### config.mk
export PLATFORM = sky130hd
export DESIGN_NAME = flash_erase_seq
export DESIGN_NICKNAME = d
export VERILOG_FILES = /design/src/rtl/fes_pkg.sv /design/src/rtl/fes_pulse_sched.sv /design/src/rtl/fes_dwell_timer.sv /design/src/rtl/flash_erase_seq.sv
export SDC_FILE = /design/constraint.sdc
export NUM_CORES = 1
export LEC_CHECK = 0
export ABC_AREA = 1
export CAP_MARGIN = 25
export CORE_ASPECT_RATIO = 0.7
export CORE_MARGIN = 2
export CORE_UTILIZATION = 30
export DETAILED_ROUTE_END_ITERATION = 8
export PLACE_DENSITY_LB_ADDON = 0.3
export SYNTH_ARGS = -nofsm -noshare
export SYNTH_HDL_FRONTEND = slang
export SYNTH_HIERARCHICAL = 1
export SYNTH_SLANG_ARGS = --single-unit
### constraint.sdc
create_clock -name clk -period 4.2 [get_ports clk]
set_input_delay 0.84 -clock clk [delete_from_list [all_inputs] [get_ports clk]]
set_output_delay 0.84 -clock clk [all_outputs]
set_load 0.05 [all_outputs]
### src/rtl/fes_pkg.sv
// Shared definitions for the flash erase sequencer.
// Assumes nothing beyond IEEE 1800-2017 packages.
package fes_pkg;

    // Controller states; ST_IDLE and ST_ERR are the only non-busy states.
    typedef enum logic [3:0] {
        ST_IDLE,
        ST_ERASE,
        ST_SETTLE,
        ST_SCAN,
        ST_WRITE,
        ST_HOLD,
        ST_READ,
        ST_CLOSE,
        ST_ERR
    } fes_state_e;

    // Value an erased byte reads back as, also the dummy-write data.
    localparam logic [7:0] ERASED_BYTE = 8'hFF;

endpackage

### src/rtl/fes_pulse_sched.sv
// Erase pulse length schedule.
// Turns an attempt number (1-based) into a pulse length in cycles:
// the base length doubles for attempts 1..4 and then stays at 8x.
// Assumes try_i >= 1 whenever the result is used.
module fes_pulse_sched #(
    parameter int ERASE0_CYC = 2,
    parameter int TRY_W      = 4,
    parameter int LEN_W      = 5
) (
    input  logic [TRY_W-1:0] try_i,
    output logic [LEN_W-1:0] len_o
);

    localparam int MAX_SHIFT = 3;

    logic [1:0] shift;

    // Choose the doubling count, saturating after the fourth attempt.
    always_comb begin
        if (try_i >= TRY_W'(MAX_SHIFT + 1)) begin
            shift = 2'(MAX_SHIFT);
        end else if (try_i == '0) begin
            shift = 2'd0;
        end else begin
            shift = 2'(try_i - 1'b1);
        end
        len_o = LEN_W'(ERASE0_CYC) << shift;
    end

    // the pulse stays between the base length and eight times it.
    always_comb begin
        if (try_i != '0) begin
            p_len_range_r3: assert (len_o >= LEN_W'(ERASE0_CYC) && len_o <= LEN_W'(ERASE0_CYC * 8));
        end
    end

endmodule

### src/rtl/fes_dwell_timer.sv
// Down-counting dwell timer.
// Load with (cycles - 1); zero_o is high in the last cycle of the dwell.
// Holds at zero until the next load.
module fes_dwell_timer #(
    parameter int CNT_W = 8
) (
    input  logic             clk,
    input  logic             rst_n,
    input  logic             load_i,
    input  logic [CNT_W-1:0] load_val_i,
    output logic             zero_o
);

    logic [CNT_W-1:0] cnt_q;

    // Load on request, otherwise count down to zero and stop.
    always_ff @(posedge clk) begin
        if (!rst_n) begin
            cnt_q <= '0;
        end else if (load_i) begin
            cnt_q <= load_val_i;
        end else if (cnt_q != '0) begin
            cnt_q <= cnt_q - 1'b1;
        end
    end

    assign zero_o = (cnt_q == '0);

    // the count never wraps past zero.
    p_no_wrap_r3: assert property (@(posedge clk) disable iff (!rst_n)
        (!load_i && $past(cnt_q) == '0 && $past(!load_i)) |-> cnt_q == '0);

endmodule

### src/rtl/flash_erase_seq.sv
// Multi-block flash erase sequencer (top).
// Runs erase pulses of growing length over the pending blocks, verifies
// each pending block byte by byte (dummy write, hold, read) and drops
// blocks that read fully erased. Stops when nothing is pending or after
// MAX_TRY attempts. The array port is assumed to return read data
// combinationally for the address presented. Durations must be >= 1.
module flash_erase_seq #(
    parameter int NUM_BLK    = 4,
    parameter int ADDR_W     = 12,
    parameter int BLK_BASE   = 0,
    parameter int BLK_SIZE   = 1024,
    parameter int ERASE0_CYC = 50000,
    parameter int VS1_CYC    = 32,
    parameter int VS2_CYC    = 16,
    parameter int MAX_TRY    = 602
) (
    input  logic               clk,
    input  logic               rst_n,
    input  logic               start_i,
    input  logic [NUM_BLK-1:0] blk_mask_i,
    output logic               busy_o,
    output logic               done_o,
    output logic               err_o,
    output logic [NUM_BLK-1:0] pend_o,
    output logic               wdt_en_o,
    output logic               fl_erase_o,
    output logic               fl_verify_o,
    output logic [ADDR_W-1:0]  fl_addr_o,
    output logic               fl_wr_o,
    output logic [7:0]         fl_wdata_o,
    input  logic [7:0]         fl_rdata_i
);

    import fes_pkg::*;

    localparam int BLK_W   = (NUM_BLK > 1) ? $clog2(NUM_BLK) : 1;
    localparam int TRY_RAW = $clog2(MAX_TRY + 1);
    localparam int TRY_W   = (TRY_RAW < 3) ? 3 : TRY_RAW;
    localparam int LONGEST = ERASE0_CYC * 8;
    localparam int LEN_W   = $clog2(LONGEST + 1);
    localparam int MAX_C0  = (LONGEST > VS1_CYC) ? LONGEST : VS1_CYC;
    localparam int MAX_CNT = (MAX_C0 > VS2_CYC) ? MAX_C0 : VS2_CYC;
    localparam int CNT_W   = $clog2(MAX_CNT + 1);

    fes_state_e         st_q;
    logic [NUM_BLK-1:0] pend_q;
    logic [BLK_W-1:0]   blk_q;
    logic [ADDR_W-1:0]  addr_q;
    logic [TRY_W-1:0]   try_q;
    logic               done_q;

    logic [ADDR_W-1:0]  base_tab [NUM_BLK];
    logic [ADDR_W-1:0]  top_tab  [NUM_BLK];

    logic               start_ok;
    logic               blk_last;
    logic               rd_ok;
    logic               at_top;
    logic               retry;
    logic [TRY_W-1:0]   sched_try;
    logic [LEN_W-1:0]   pulse_len;
    logic               tmr_load;
    logic [CNT_W-1:0]   tmr_val;
    logic               tmr_zero;

    // Per-block address bounds derived from base and size.
    for (genvar g = 0; g < NUM_BLK; g++) begin : g_bounds
        assign base_tab[g] = ADDR_W'(BLK_BASE + g * BLK_SIZE);
        assign top_tab[g]  = ADDR_W'(BLK_BASE + (g + 1) * BLK_SIZE - 1);
    end

    assign start_ok = start_i && (st_q == ST_IDLE || st_q == ST_ERR);
    assign blk_last = (blk_q == BLK_W'(NUM_BLK - 1));
    assign rd_ok    = (fl_rdata_i == ERASED_BYTE);
    assign at_top   = (addr_q == top_tab[blk_q]);
    assign retry    = (st_q == ST_CLOSE) && (pend_q != '0) && (try_q < TRY_W'(MAX_TRY));

    // Attempt number for the pulse about to be loaded.
    assign sched_try = (st_q == ST_CLOSE) ? try_q + 1'b1 : TRY_W'(1);

    fes_pulse_sched #(
        .ERASE0_CYC (ERASE0_CYC),
        .TRY_W      (TRY_W),
        .LEN_W      (LEN_W)
    ) u_sched (
        .try_i (sched_try),
        .len_o (pulse_len)
    );

    // Pick the dwell to start on each timed state entry.
    always_comb begin
        tmr_load = 1'b0;
        tmr_val  = '0;
        if (start_ok && blk_mask_i != '0) begin
            tmr_load = 1'b1;
            tmr_val  = CNT_W'(pulse_len - 1'b1);
        end else if (st_q == ST_ERASE && tmr_zero) begin
            tmr_load = 1'b1;
            tmr_val  = CNT_W'(VS1_CYC - 1);
        end else if (st_q == ST_WRITE) begin
            tmr_load = 1'b1;
            tmr_val  = CNT_W'(VS2_CYC - 1);
        end else if (retry) begin
            tmr_load = 1'b1;
            tmr_val  = CNT_W'(pulse_len - 1'b1);
        end
    end

    fes_dwell_timer #(
        .CNT_W (CNT_W)
    ) u_timer (
        .clk        (clk),
        .rst_n      (rst_n),
        .load_i     (tmr_load),
        .load_val_i (tmr_val),
        .zero_o     (tmr_zero)
    );

    // Main sequencing: erase, settle, per-block walk, decide.
    always_ff @(posedge clk) begin
        if (!rst_n) begin
            st_q   <= ST_IDLE;
            pend_q <= '0;
            blk_q  <= '0;
            addr_q <= '0;
            try_q  <= '0;
            done_q <= 1'b0;
        end else begin
            case (st_q)
                ST_IDLE, ST_ERR: begin
                    if (start_i) begin
                        pend_q <= blk_mask_i;
                        if (blk_mask_i == '0) begin
                            done_q <= 1'b1;
                            st_q   <= ST_IDLE;
                        end else begin
                            done_q <= 1'b0;
                            try_q  <= TRY_W'(1);
                            st_q   <= ST_ERASE;
                        end
                    end
                end
                ST_ERASE: begin
                    if (tmr_zero) st_q <= ST_SETTLE;
                end
                ST_SETTLE: begin
                    if (tmr_zero) begin
                        blk_q <= '0;
                        st_q  <= ST_SCAN;
                    end
                end
                ST_SCAN: begin
                    if (pend_q[blk_q]) begin
                        addr_q <= base_tab[blk_q];
                        st_q   <= ST_WRITE;
                    end else if (blk_last) begin
                        st_q <= ST_CLOSE;
                    end else begin
                        blk_q <= blk_q + 1'b1;
                    end
                end
                ST_WRITE: begin
                    st_q <= ST_HOLD;
                end
                ST_HOLD: begin
                    if (tmr_zero) st_q <= ST_READ;
                end
                ST_READ: begin
                    if (rd_ok && !at_top) begin
                        addr_q <= addr_q + 1'b1;
                        st_q   <= ST_WRITE;
                    end else begin
                        if (rd_ok) pend_q[blk_q] <= 1'b0;
                        if (blk_last) begin
                            st_q <= ST_CLOSE;
                        end else begin
                            blk_q <= blk_q + 1'b1;
                            st_q  <= ST_SCAN;
                        end
                    end
                end
                ST_CLOSE: begin
                    if (pend_q == '0) begin
                        done_q <= 1'b1;
                        st_q   <= ST_IDLE;
                    end else if (retry) begin
                        try_q <= try_q + 1'b1;
                        st_q  <= ST_ERASE;
                    end else begin
                        st_q <= ST_ERR;
                    end
                end
                default: st_q <= ST_IDLE;
            endcase
        end
    end

    // Moore decode of the array and status outputs.
    always_comb begin
        busy_o      = (st_q != ST_IDLE) && (st_q != ST_ERR);
        err_o       = (st_q == ST_ERR);
        done_o      = done_q;
        pend_o      = pend_q;
        fl_erase_o  = (st_q == ST_ERASE);
        wdt_en_o    = (st_q == ST_ERASE);
        fl_verify_o = (st_q == ST_SETTLE) || (st_q == ST_SCAN) || (st_q == ST_WRITE)
                   || (st_q == ST_HOLD)   || (st_q == ST_READ);
        fl_wr_o     = (st_q == ST_WRITE);
        fl_wdata_o  = fl_wr_o ? ERASED_BYTE : 8'h00;
        fl_addr_o   = addr_q;
    end

    // never erase and verify at once.
    p_mode_excl_r12: assert property (@(posedge clk) disable iff (!rst_n)
        !(fl_erase_o && fl_verify_o));

    // outside a run every array control is low.
    p_idle_quiet_r1: assert property (@(posedge clk) disable iff (!rst_n)
        !busy_o |-> !(fl_erase_o || fl_verify_o || fl_wr_o || wdt_en_o));

    // watchdog follows the erase pulse.
    p_wdt_track_r4: assert property (@(posedge clk) disable iff (!rst_n)
        wdt_en_o == fl_erase_o);

    // the dummy write is a single-cycle strobe.
    p_strobe_single_r6: assert property (@(posedge clk) disable iff (!rst_n)
        fl_wr_o |=> !fl_wr_o);

    // the latched address is held after the strobe.
    p_addr_hold_r6: assert property (@(posedge clk) disable iff (!rst_n)
        fl_wr_o |=> $stable(fl_addr_o));

    // pending bits only ever clear during a run.
    p_pend_no_set_r8: assert property (@(posedge clk) disable iff (!rst_n)
        (busy_o && $past(busy_o)) |-> ((pend_o & ~$past(pend_o)) == '0));

    // the attempt counter stays within the limit.
    p_try_bound_r10: assert property (@(posedge clk) disable iff (!rst_n)
        try_q <= TRY_W'(MAX_TRY));

endmodule

# After elaboration in Yosys (flattened, before gate mapping)
# Index checks and enable logic that the tools add are counted.
# word_totals
register_bits	52
inputBits	15
output_inout_bits	31
word_cells	140
# classes
addsub	6
n_lt_le_gt_ge	5
n_eq_ne	26
shifts	1
mux	57
n_bitwise	3
reduce_logical	35
# op_table
cell	n
19-bit two-way mux	6
12-bit two-way mux	6
10-bit two-way mux	5
12-bit binary-select mux with 2-bit select	2
4-bit two-way mux	11
19-bit by 1-bit subtractor with 19-bit output, second input constant	2
4-bit case mux with 8 select lines	1
12-bit case mux with 2 select lines	1
2-bit != test, second input constant	11
10-bit case mux with 2 select lines	1
19-bit logical NOT	1
19-bit nonzero test	1
16-bit by 2-bit left shift with 19-bit output, first input constant	1
4-bit by 3-bit equality test with 1-bit output, second input constant	4
12-bit by 1-bit adder with 12-bit output, second input constant	1
12-bit equality test	1
4-bit logical NOT	3
2-bit two-way mux	6
4-bit nonzero test	3
10-bit by 1-bit adder with 10-bit output, second input constant	1
10-bit by 3-bit >= comparator with 1-bit output, second input constant	1
10-bit logical NOT	1
10-bit less-than comparator, second input constant	1
1-bit two-way mux	10
other kinds (32)	52

# Longest topological paths before layout
# Gate-level depths: netlist (run 1).
# logic_depth
depth_word	12
depth_mapped	24
ltp_nobuf	24

# Cells and area by module
# The synthesis (run 1) kept the hierarchy.
# modules_own_cells
module	n_inst	cells_per_inst	area_each_um2	seq_area_each_um2
flash_erase_seq	1	456	2765.2	660.6
fes_dwell_timer	1	210	1275.0	380.4
fes_pulse_sched	1	37	234.0	0.0

# Least setup slack after synthesis (run 1)
# Ideal clock, no wire load.
# synth_path
kind	register to register
start	reg try_q[1]
end	reg u_timer.cnt_q[18]
t_arrival_ps	2823
slack_ps	1258
path_stages_with_launch	24
period_less_slack_ps	2942
path_cell_list	dfxtp_1 > ha_1 > nand4_1 > nor3_1 > nand2_1 > nand2_1 > nor2_1 > nor2_2 > nand2_2 > nor2_2 > nand2_1 > ha_1 > nor2_1 > nand2_1 > nor2_1 > nand2_1 > nor2_2 > nand3_1 > nor2_1 > nand2_1 > nand3_1 > inv_1 > o21ai_0 > a21oi_1
# synth_between
elab_chain_len	12
# synth_lines
element	line_no	text
start, declared	flash_erase_seq.sv:49	logic [TRY_W-1:0] try_q;
start signal, assigned	flash_erase_seq.sv:187	try_q <= try_q + 1'b1;
10-bit by 1-bit adder with 10-bit output (*)	flash_erase_seq.sv:79	assign sched_try = (st_q == ST_CLOSE) ? try_q + 1'b1 : TRY_W'(1);
10-bit two-way mux (*)	flash_erase_seq.sv:79	
net sched_try[8]	flash_erase_seq.sv:60	logic [TRY_W-1:0] sched_try;
parallel branches: the longest is 2 deep, another holds 10-bit by 3-bit >= comparator with 1-bit output	--	
2-bit two-way mux (*)	fes_pulse_sched.sv:20	if (try_i >= TRY_W'(MAX_SHIFT + 1)) begin
16-bit by 2-bit left shift with 19-bit output (*)	fes_pulse_sched.sv:27	len_o = LEN_W'(ERASE0_CYC) << shift;
net pulse_len[7]	flash_erase_seq.sv:61	logic [LEN_W-1:0] pulse_len;
19-bit by 1-bit subtractor with 19-bit output (*)	flash_erase_seq.sv:96, flash_erase_seq.sv:105	
19-bit two-way mux	flash_erase_seq.sv:103	end else if (retry) begin
19-bit two-way mux	flash_erase_seq.sv:100	end else if (st_q == ST_WRITE) begin
19-bit two-way mux	flash_erase_seq.sv:97	end else if (st_q == ST_ERASE && tmr_zero) begin
19-bit two-way mux (*)	flash_erase_seq.sv:94	if (start_ok && blk_mask_i != '0) begin
net tmr_val[18]	flash_erase_seq.sv:63	logic [CNT_W-1:0] tmr_val;
19-bit two-way mux (*)	fes_dwell_timer.sv:20	end else if (load_i) begin
end signal, assigned	fes_dwell_timer.sv:21	cnt_q <= load_val_i;
end signal, assigned	fes_dwell_timer.sv:23	cnt_q <= cnt_q - 1'b1;
end, declared	fes_dwell_timer.sv:14	logic [CNT_W-1:0] cnt_q;
# Mark *: on every way through the listed nets, which the timed path passes.
# A chain may end at the register's enable or synchronous reset.

# Final worst setup path (run 1)
# layout_path
start	reg try_q[0]
end	reg u_timer.cnt_q[18]
# The elaborated chain is that of the path after synthesis.

==> flow_summary_export.csv, run 1 <==
group,metric,value,unit
layout,diodes,0,
placed_design,port_buffers,45,
layout,n_fill_cell,1500,
synthesis,synth_cell_type_count,39,
synthesis,ys_seq_area_frac,0.244,
run_status,status,"completed",
timing,fmaxAchievable,0.292,GHz
setup_path,rrSetupSlack,770,ps
timing,hold_viol,0,
placed_design,place.gp.congestion,0.848,
timing,finalCritPeriodShare,0.816,
synthesis,synthCells,703,
timing,clock_skew,12.0,ps
floorplanning,core-area,13900,um^2
power_and_ir_drop,p_int,1.44,mW
clock_network,cts_resized,0,
routing,via_count,4115,
global_route,grt_pass1_wl,18100,um
timing,slew-limit-headroom,0.523,
setup_path,worst-setup-path-type,"reg -> reg",
clock_network,cts_tree,"yes",
setup_path,crit_path_start_kind,"flip-flop",
clock_network,postCtsSetupBuffers,0,
floorplanning,die_area,15200,um^2
worst_hold_path,min_from,"u_timer/cnt_q[1]$_SDFFE_PN0P_",
timing,worst-slew-pin-transition,710,ps
power_and_ir_drop,switching_power,1.51,mW
clock_network,ctsHoldBuffers,0,
power_and_ir_drop,clock_power_share,0.147,
synthesis,yosys_warnings,6,
floorplanning,die_w,147,um
run,max_cap_violations,0,
clock_network,clockBufferDepth,2,
routing,wirelength,10700,um
timing,final_max_slew_viol_count,0,
timing,fin_crit,3430,ps
power_and_ir_drop,ir_drop,232,uV
synthesis,ys_top_cells_by_area,"dfxtp_1 (24%), nand2_1 (16%), nor2_1 (11%), nand3_1 (6.3%), inv_1 (5.7%)",
power_and_ir_drop,swShare,0.511,
synthesis,synth_area_per_cell,6.08,um^2
floorplanning,rows,36,
routing,routed_via_density,4.47,
global_route,grt_max_degree,29,
power_and_ir_drop,power_density,602,nW/um^2
worst_hold_path,worstHoldPathType,"reg -> reg",
setup_path,crit_fanout,7,
synthesis,synth-seq-cells,52,
layout,area_growth,14.8,%
placed_design,place_hpwl,8310,um
timing,fin_setup_tns,0,ps
routing,firstDrtPassIters,4,
power_and_ir_drop,cellLeakagePower,2.13,nW
setup_path,cp.arrival,3650,ps
power_and_ir_drop,pwr-share-comb,0.585,
timing,fin_hold_ws,487,ps
layout,drive_gt1_frac,0.0849,
timing,rsz0062_at_grt,"false",
timing,fin_ws,772,ps
synthesis,yosysTopAreaCell,"dfxtp_1",
clock_network,htreeDepth,2,
worst_hold_path,holdPathEnd,"u_timer/cnt_q[1]$_SDFFE_PN0P_",
global_route,antenna_found_initial,0,
synthesis,synthesis.area,4270,um^2
setup_path,r2r_end,"u_timer/cnt_q[18]$_SDFFE_PN0P_",
global_route,grt_pass1_vias,3675,
floorplanning,ioPinCount,46,
clock_network,cts_root_buf,"clkbuf_16",
setup_path,crit_required,4430,ps
clock_network,insertion_delay,300,ps
setup_path,rr_startpoint,"try_q[0]$_SDFFE_PN0P_",
routing,drtIter0Drc,284,
global_route,grt_usage,0.142,
floorplanning,initial_utilization,0.307,
setup_path,rr_worst_depth,22,
worst_hold_path,min_path_cells,2,
routing,ant_nets,0,
layout,nets,757,
routing,routedWlPerCell,11.6,um
clock_network,cts_buffers,5,
power_and_ir_drop,seqPwrFrac,0.268,
synthesis,synth_top_area_frac,0.244,
global_route,grt_overflow,0,
floorplanning,die_height,104,um
clock_network,cts_sinks,52,
setup_path,crit_path_end_kind,"flip-flop",
placed_design,pre_cts_ws,834,ps
timing,setup_viol,0,
clock_network,path_clk_slew,80,ps
routing,post-route-drc-count,0,
final cells by class:
cell class | instances | area, um^2 | area share
multi-input cells | 547 | 2720 | 0.553
inverters | 75 | 292 | 0.0594
flip-flops and latches | 52 | 1040 | 0.212
repair buffers | 48 | 473 | 0.0964
clock inverters | 2 | 10.0 | 0.00204
well taps | 190 | 238 | 0.0484
clock buffers | 6 | 139 | 0.0283
cells in the final DEF (no fill, tap or decap), types with 2 or more instances in the layout:
cell type        netlist  final
dfxtp_1               52     52
o21bai_1               2      2
o21ai_1               11     11
nand2_4                4      4
o21ai_0               22     22
nand4_2                2      2
o21ai_2                3      3
nand3_1               54     54
ha_1                  13     13
nand2_1              187    187
clkinv_2               2      4
inv_2                  6      6
nor2_1               124    124
xnor2_1                9      9
nor2_4                 9      9
conb_1                 1      5
a211oi_1               3      3
nand4_1               10     10
nor4_1                 2      2
nor3_1                16     16
xor2_1                13     13
clkdlybuf4s50_1        0     45
nand3_2                2      2
clkbuf_16              0      5
nor2_2                 8      8
a21oi_1               32     32
buf_4                 20      3
nand2_2                9      9
inv_1                 65     65
registers in the layout, summed over array words and instances, names as in the netlist:
name / cells
u_timer/cnt_q: 19
fl_addr_o: 12
done_o: 1
st_q: 4
try_q: 10
blk_q: 2
pend_o: 4
worst max-delay path, cell delays in order, from the launching register on:
cell and delay [ps]:
dfxtp_1 380, ha_1 220, nand4_1 150, nor3_1 280, nand2_1 90, nand2_1 70
nor2_1 60, nor2_2 90, nand2_2 80, nor3_1 540, ha_1 470, nor2_1 90
nand2_1 70, nor2_1 50, nand2_1 100, nor2_2 70, nand3_1 130, nor2_1 60
nand2_1 60, nand3_1 70, inv_1 50, o21ai_0 70, a21oi_1 120
power by group through the flow:
stage	clock (mW)	combinational, mW	sequential, mW
after floorplan	0	1.34	0.834
after detailed placement	0	1.72	0.800
final	0.434	1.73	0.792
after global placement	0	1.73	0.804
after CTS	0.449	1.73	0.789
after global routing	0.470	1.95	0.814
metal layers:
layer | GRT usage | up-vias | part of all wire
li1 | - | 2260 | -
met1 | 0.232 | 1752 | 0.58
met2 | 0.190 | 99 | 0.36
met3 | 0.0263 | 4 | 0.053
met4 | 0.0243 | 0 | 0.0051
met5 | 0 | - | 0
Yosys cell counts, drive strengths merged:
cell,count
nand4,12
nand2,200
xor2,13
buf,28
and3,1
a21oi,33
or2,2
clkinv,3
xnor2,9
o211a,1
o21bai,2
nand3,57
inv,72
dfxtp,52
nor2,141
nor4,2
o21ai,36
a211oi,3
ha,13
nor3,16
clkbuf,5
and2,1
conb,1
kinds of logic after synthesis:
logic type,after synthesis,share of synthesized area
other,1,0.000877
xor gates and xnor gates,22,0.0451
and+or+nand+nor,432,0.453
DFF,52,0.244
AOI/OAI and AO/OA,75,0.0954
buffers and inverters,108,0.124
adders and majority gates,13,0.0381
metrics by stage:
| stage | power (mW) | cells | instance area [um^2] | util |
|---|---|---|---|---|
| 6_report | 2.95 | 920 | 4910 | 0.353 |
| 5_1_grt | 3.23 | 920 | 4910 | 0.353 |
| 4_1_cts | 2.96 | 920 | 4910 | 0.353 |
| 3_5_place_dp | 2.52 | 912 | 4760 | 0.342 |
| 3_3_place_gp | 2.53 | 912 | 4760 | 0.342 |
| 2_1_floorplan | 2.17 | 707 | 4290 | - |
worst max-delay path by stage:
stage	startpoint	endpoint	slack, ps	depth (start not counted)
6_report	try_q[0]$_SDFFE_PN0P_	u_timer/cnt_q[18]$_SDFFE_PN0P_	770	22
5_1_grt	try_q[1]$_SDFFE_PN0P_	u_timer/cnt_q[18]$_SDFFE_PN0P_	390	22
4_1_cts	try_q[0]$_SDFFE_PN0P_	u_timer/cnt_q[15]$_SDFFE_PN0P_	820	21
3_5_place_dp	try_q[0]$_SDFFE_PN0P_	u_timer/cnt_q[15]$_SDFFE_PN0P_	830	21
3_3_place_gp	try_q[0]$_SDFFE_PN0P_	u_timer/cnt_q[15]$_SDFFE_PN0P_	870	21
2_1_floorplan	try_q[1]$_SDFFE_PN0P_	u_timer/cnt_q[18]$_SDFFE_PN0P_	1260	23
(Power assumes the default switching activity.)
==> inputs of run 2 (changes only) <==
==> constraint.sdc (replaced) <==
create_clock -name clk -period 3 [get_ports clk]
set_input_delay 0.6 -clock clk [delete_from_list [all_inputs] [get_ports clk]]
set_output_delay 0.6 -clock clk [all_outputs]
set_load 0.05 [all_outputs]
==> flow_summary_export.csv, run 2 (same netlist as run 1, synthesis figures left out) <==
group,metric,value,unit
run_status,status,"finished with violations",
run_status,violations,"negative setup slack",
worst_hold_path,worstHoldPathType,"reg -> reg",
timing,fmaxAchievable,0.324,GHz
routing,post-route-drc-count,0,
clock_network,cts_tree,"yes",
global_route,grt_pass1_vias,3949,
timing,fin_setup_tns,-222,ps
setup_path,rrSetupSlack,-90,ps
setup_path,rr_startpoint,"try_q[0]$_SDFFE_PN0P_",
setup_path,rr_worst_depth,22,
global_route,antenna_found_initial,0,
timing,slew-limit-headroom,0.617,
routing,wirelength,12100,um
setup_path,worstSetupStartpoint,"try_q[0]$_SDFFE_PN0P_",
worst_hold_path,holdPathEnd,"u_timer/cnt_q[0]$_SDFFE_PN0P_",
floorplanning,rows,36,
power_and_ir_drop,seqPwrFrac,0.256,
clock_network,htreeDepth,2,
routing,routedWlPerCell,12.5,um
run,max_cap_violations,0,
setup_path,cp.arrival,3280,ps
timing,finalCritPeriodShare,1.03,
clock_network,clockBufferDepth,2,
timing,worst-slew-pin-transition,574,ps
power_and_ir_drop,p_int,2.17,mW
layout,drive_gt1_frac,0.195,
layout,n_fill_cell,1427,
floorplanning,die_height,104,um
layout,mostFrequentLayoutCells,"nand2_1 (179), nor2_1 (113), inv_1 (63)",
routing,firstDrtPassIters,5,
setup_path,crit_path_end_kind,"flip-flop",
worst_hold_path,min_path_cells,2,
setup_path,worst-setup-path-type,"reg -> reg",
global_route,grt_max_degree,24,
timing,rsz0062_at_grt,"true",
layout,diodes,0,
routing,ant_nets,0,
routing,routed_via_density,4.60,
power_and_ir_drop,swShare,0.498,
layout,area_growth,30.6,%
global_route,grt_pass1_wl,19800,um
placed_design,port_buffers,45,
setup_path,crit_required,3190,ps
power_and_ir_drop,clock_power_share,0.159,
clock_network,path_clk_slew,80,ps
timing,fin_ws,-85.1,ps
worst_hold_path,min_from,"u_timer/cnt_q[0]$_SDFFE_PN0P_",
routing,drtIter0Drc,257,
timing,fin_crit,3090,ps
floorplanning,die_area,15200,um^2
setup_path,crit_fanout,4,
setup_path,r2r_end,"u_timer/cnt_q[18]$_SDFFE_PN0P_",
floorplanning,core-area,13900,um^2
routing,via_count,4444,
clock_network,insertion_delay,300,ps
layout,regMostFlops,"u_timer/cnt_q",
power_and_ir_drop,ir_drop,363,uV
global_route,grt_usage,0.156,
timing,hold_viol,0,
setup_path,crit_path_start_kind,"flip-flop",
global_route,grt_overflow,0,
floorplanning,initial_utilization,0.307,
power_and_ir_drop,switching_power,2.15,mW
power_and_ir_drop,cellLeakagePower,2.56,nW
power_and_ir_drop,power_density,773,nW/um^2
placed_design,place_hpwl,8660,um
floorplanning,die_w,147,um
layout,final_common_cell,"nand2_1",
power_and_ir_drop,p_total,4.32,mW
placed_design,place.gp.congestion,0.823,
timing,final_max_slew_viol_count,0,
power_and_ir_drop,pwr-share-comb,0.584,
layout,largest_reg_flops,19,
floorplanning,ioPinCount,46,
clock_network,cts_buffers,5,
timing,setup_viol,5,
timing,clock_skew,9.84,ps
clock_network,cts_sinks,52,
layout,nets,803,
clock_network,cts_root_buf,"clkbuf_16",
==> run 2: cell count changes in the layout (fill, tap and decap cells not counted), sizes merged <==
cell	delta
clkbuf	-1
inv	+1
dlymetal6s2s	+9
clkdlybuf4s50	-9
bufinv	+1
clkinvlp	+1
buf	+46
clkinv	-2
==> run 2: critical path, stage by stage, from the launching register on <==
cell	delay (ps)
dfxtp_4	380
ha_4	140
nand4_1	150
nor3_2	230
buf_4	180
nor3_4	50
nor2_2	170
nand2_4	110
nor3_4	240
ha_4	190
inv_4	40
nor2_1	110
nand2_1	100
nor2_4	120
nand2_2	90
nor2_4	110
nand3_2	100
nor2_1	120
nand2_1	70
nand3_1	80
inv_1	40
o21ai_1	110
a21oi_1	50
==> run 2: how the worst max path moves through the flow <==
stage / slack, ps / cells past startpoint / end
floorplan: 60 / 23 / u_timer/cnt_q[18]$_SDFFE_PN0P_
global placement: -50 / 21 / u_timer/cnt_q[15]$_SDFFE_PN0P_
detailed placement: -60 / 23 / u_timer/cnt_q[18]$_SDFFE_PN0P_
CTS: 3 / 22 / u_timer/cnt_q[18]$_SDFFE_PN0P_
global route: -330 / 22 / u_timer/cnt_q[18]$_SDFFE_PN0P_
finish: -90 / 22 / u_timer/cnt_q[18]$_SDFFE_PN0P_
==> run 2: metrics by stage <==
step                setup WS [ps]  hold slack [ps]  instance area [um^2]  instances  utilization
floorplan                    57.7              449                  4290        707            -
global placement            -50.1              474                  5000        944        0.359
detailed placement          -60.1              470                  5000        944        0.359
CTS                          3.04              484                  5260        959        0.378
global route                 -330              508                  5580        966        0.401
finish                      -85.1              488                  5580        966        0.401
==> run 2: final cells by class <==
cell class | count | area [um^2] | share of cell area
Sequential cell | 52 | 1050 | 0.188
Inverter | 75 | 297 | 0.0531
Clock inverter | 3 | 46.3 | 0.00830
Clock buffer | 5 | 125 | 0.0224
Timing Repair Buffer | 94 | 848 | 0.152
Tap cell | 190 | 238 | 0.0426
Multi-Input combinational cell | 547 | 2980 | 0.533
==> run 2: power groups by stage <==
stage	clock, mW	combinational, mW	sequential (mW)
CTS	0.708	2.50	1.09
global route	0.739	2.87	1.13
floorplan	0	1.87	1.17
detailed placement	0	2.49	1.10
finish	0.688	2.52	1.11
global placement	0	2.49	1.10
==> run 2: per-layer routing <==
| metal | share of wire | up-vias | GRT usage |
|---|---|---|---|
| li1 | - | 2356 | - |
| met1 | 0.53 | 1964 | 0.251 |
| met2 | 0.40 | 114 | 0.211 |
| met5 | 0 | - | 0 |
| met3 | 0.057 | 10 | 0.0276 |
| met4 | 0.010 | 0 | 0.0277 |
==> run 2: repair_timing <==
action / 4_1_cts / 5_1_grt
setup endpoints to repair: 7 / 23
setup buffers: 7 / 7
resized for setup: 9 / 70
pin swaps: 2 / 24
hold buffers: 0 / 0
==> inputs of run 3 (changes only) <==
--- a/config.mk
+++ b/config.mk
@@ -7,7 +7,6 @@
 export LEC_CHECK = 0
 export ABC_AREA = 1
 export CAP_MARGIN = 25
-export CORE_ASPECT_RATIO = 0.7
 export CORE_MARGIN = 2
 export CORE_UTILIZATION = 30
 export DETAILED_ROUTE_END_ITERATION = 8
==> constraint.sdc (replaced) <==
create_clock -name clk -period 3.7 [get_ports clk]
set_input_delay 0.74 -clock clk [delete_from_list [all_inputs] [get_ports clk]]
set_output_delay 0.74 -clock clk [all_outputs]
set_load 0.05 [all_outputs]
==> flow_summary_export.csv, run 3 (same netlist as run 1, synthesis figures left out) <==
group,metric,value,unit
clock_network,clockBufferDepth,2,
power_and_ir_drop,power_density,675,nW/um^2
power_and_ir_drop,cellLeakagePower,2.13,nW
clock_network,postCtsSetupBuffers,0,
placed_design,place.gp.congestion,0.886,
setup_path,crit_fanout,5,
power_and_ir_drop,swShare,0.508,
run_status,status,"completed",
timing,slew-limit-headroom,0.621,
layout,fin_util,0.354,
worst_hold_path,min_path_cells,2,
timing,setup_viol,0,
routing,routed_via_density,4.56,
setup_path,worst-setup-path-type,"reg -> reg",
global_route,grt_pass1_wl,18000,um
floorplanning,ioPinCount,46,
floorplanning,die_height,123,um
setup_path,rrSetupSlack,380,ps
routing,routedWlPerCell,11.7,um
layout,largest_reg_flops,19,
timing,fin_setup_tns,0,ps
layout,regMostFlops,"u_timer/cnt_q",
routing,firstDrtPassIters,4,
timing,finalCritPeriodShare,0.896,
timing,hold_viol,0,
power_and_ir_drop,clock_power_share,0.147,
power_and_ir_drop,pwr-share-comb,0.580,
clock_network,cts_tree,"yes",
run,max_cap_violations,0,
setup_path,cp.arrival,3510,ps
layout,final_common_cell,"nand2_1",
floorplanning,rows,43,
placed_design,port_buffers,45,
timing,final_max_slew_viol_count,0,
layout,nets,759,
routing,post-route-drc-count,0,
layout,diodes,0,
global_route,grt_usage,0.148,
layout,drive_gt1_frac,0.0888,
setup_path,crit_path_end_kind,"flip-flop",
setup_path,rr_startpoint,"try_q[1]$_SDFFE_PN0P_",
timing,fin_crit,3320,ps
clock_network,insertion_delay,300,ps
clock_network,path_clk_slew,70,ps
routing,drtIter0Drc,266,
routing,ant_nets,0,
clock_network,cts_buffers,5,
floorplanning,initial_utilization,0.308,
clock_network,htreeDepth,2,
timing,fmaxAchievable,0.302,GHz
layout,mostFrequentLayoutCells,"nand2_1 (187), nor2_1 (124), inv_1 (65)",
clock_network,cts_root_buf,"clkbuf_16",
global_route,grt_max_degree,29,
global_route,grt_pass1_vias,3782,
power_and_ir_drop,switching_power,1.68,mW
setup_path,crit_path_start_kind,"flip-flop",
worst_hold_path,min_from,"u_timer/cnt_q[0]$_SDFFE_PN0P_",
clock_network,cts_sinks,52,
floorplanning,die_w,123,um
setup_path,rr_worst_depth,23,
power_and_ir_drop,ir_drop,261,uV
clock_network,ctsHoldBuffers,0,
power_and_ir_drop,p_int,1.63,mW
timing,rsz0062_at_grt,"false",
setup_path,crit_required,3890,ps
timing,fin_hold_ws,483,ps
timing,worst-slew-pin-transition,567,ps
global_route,grt_overflow,0,
routing,via_count,4162,
placed_design,place_hpwl,8010,um
worst_hold_path,worstHoldPathType,"reg -> reg",
floorplanning,die_area,15200,um^2
routing,wirelength,10700,um
timing,clock_skew,8.36,ps
power_and_ir_drop,seqPwrFrac,0.273,
layout,area_growth,14.9,%
floorplanning,core-area,13900,um^2
global_route,antenna_found_initial,0,
setup_path,r2r_end,"u_timer/cnt_q[18]$_SDFFE_PN0P_",
worst_hold_path,holdPathEnd,"u_timer/cnt_q[0]$_SDFFE_PN0P_",
==> run 3: critical path, cell delays in order (launching register included) <==
cell and delay [ps]:
dfxtp_1 380, ha_1 220, nand4_1 160, nor3_1 270
nand2_1 80, nand2_1 60, nor2_1 60, nor2_2 90
nand2_2 90, nor2_2 150, nand2_1 160, ha_1 270
nor2_1 140, nand2_1 70, nor2_1 130, nand2_1 110
nor2_2 150, nand3_1 140, nor2_1 110, nand2_1 60
nand3_1 80, inv_1 40, o21ai_0 140, a21oi_1 50
==> run 3: power groups by stage <==
stage                     Combinational [mW]  Clock, mW  Sequential [mW]
after CTS                               1.92      0.508            0.900
after floorplan                         1.52          0            0.946
after detailed placement                1.92          0            0.911
after global placement                  1.92          0            0.913
final                                   1.92      0.489            0.905
after global routing                    2.19      0.519            0.924
==> run 3: routing by layer <==
metal,vias to the layer above,track usage,share of wire
li1,2266,-,-
met1,1836,0.206,0.52
met2,51,0.231,0.44
met3,9,0.0240,0.026
met4,0,0.0469,0.015
met5,-,0,0
==> run 3: through the flow <==
| step | cell area [um^2] | cells | total power [mW] | setup WS, ps |
|---|---|---|---|---|
| finish | 4910 | 912 | 3.32 | 384 |
| CTS | 4900 | 912 | 3.33 | 411 |
| floorplan | 4290 | 707 | 2.46 | 758 |
| detailed placement | 4760 | 904 | 2.83 | 432 |
| global placement | 4760 | 904 | 2.83 | 452 |
| global route | 4910 | 912 | 3.63 | 13.2 |
==> run 3: layout make-up <==
| cell class | count | area, um^2 |
|---|---|---|
| Clock buffer | 6 | 129 |
| Clock inverter | 2 | 13.8 |
| Fill cell | 1557 | 8970 |
| Inverter | 75 | 292 |
| Multi-Input combinational cell | 547 | 2720 |
| Sequential cell | 52 | 1040 |
| Tap cell | 180 | 225 |
| Timing Repair Buffer | 50 | 488 |
==> run 3: repair_timing <==
action	CTS	global route
gates resized for setup	0	2
endpoints found under the hold margin	0	0
endpoints found under the setup margin	0	3
==> run 3: worst max-delay path by stage <==
stage | depth (start not counted) | slack [ps] | start | to
finish | 23 | 380 | try_q[1]$_SDFFE_PN0P_ | u_timer/cnt_q[18]$_SDFFE_PN0P_
floorplan | 23 | 760 | try_q[1]$_SDFFE_PN0P_ | u_timer/cnt_q[18]$_SDFFE_PN0P_
global placement | 21 | 450 | try_q[0]$_SDFFE_PN0P_ | u_timer/cnt_q[15]$_SDFFE_PN0P_
global route | 23 | 10 | st_q[2]$_SDFFE_PN0P_ | u_timer/cnt_q[18]$_SDFFE_PN0P_
detailed placement | 23 | 430 | try_q[1]$_SDFFE_PN0P_ | u_timer/cnt_q[18]$_SDFFE_PN0P_
CTS | 23 | 410 | try_q[0]$_SDFFE_PN0P_ | u_timer/cnt_q[18]$_SDFFE_PN0P_
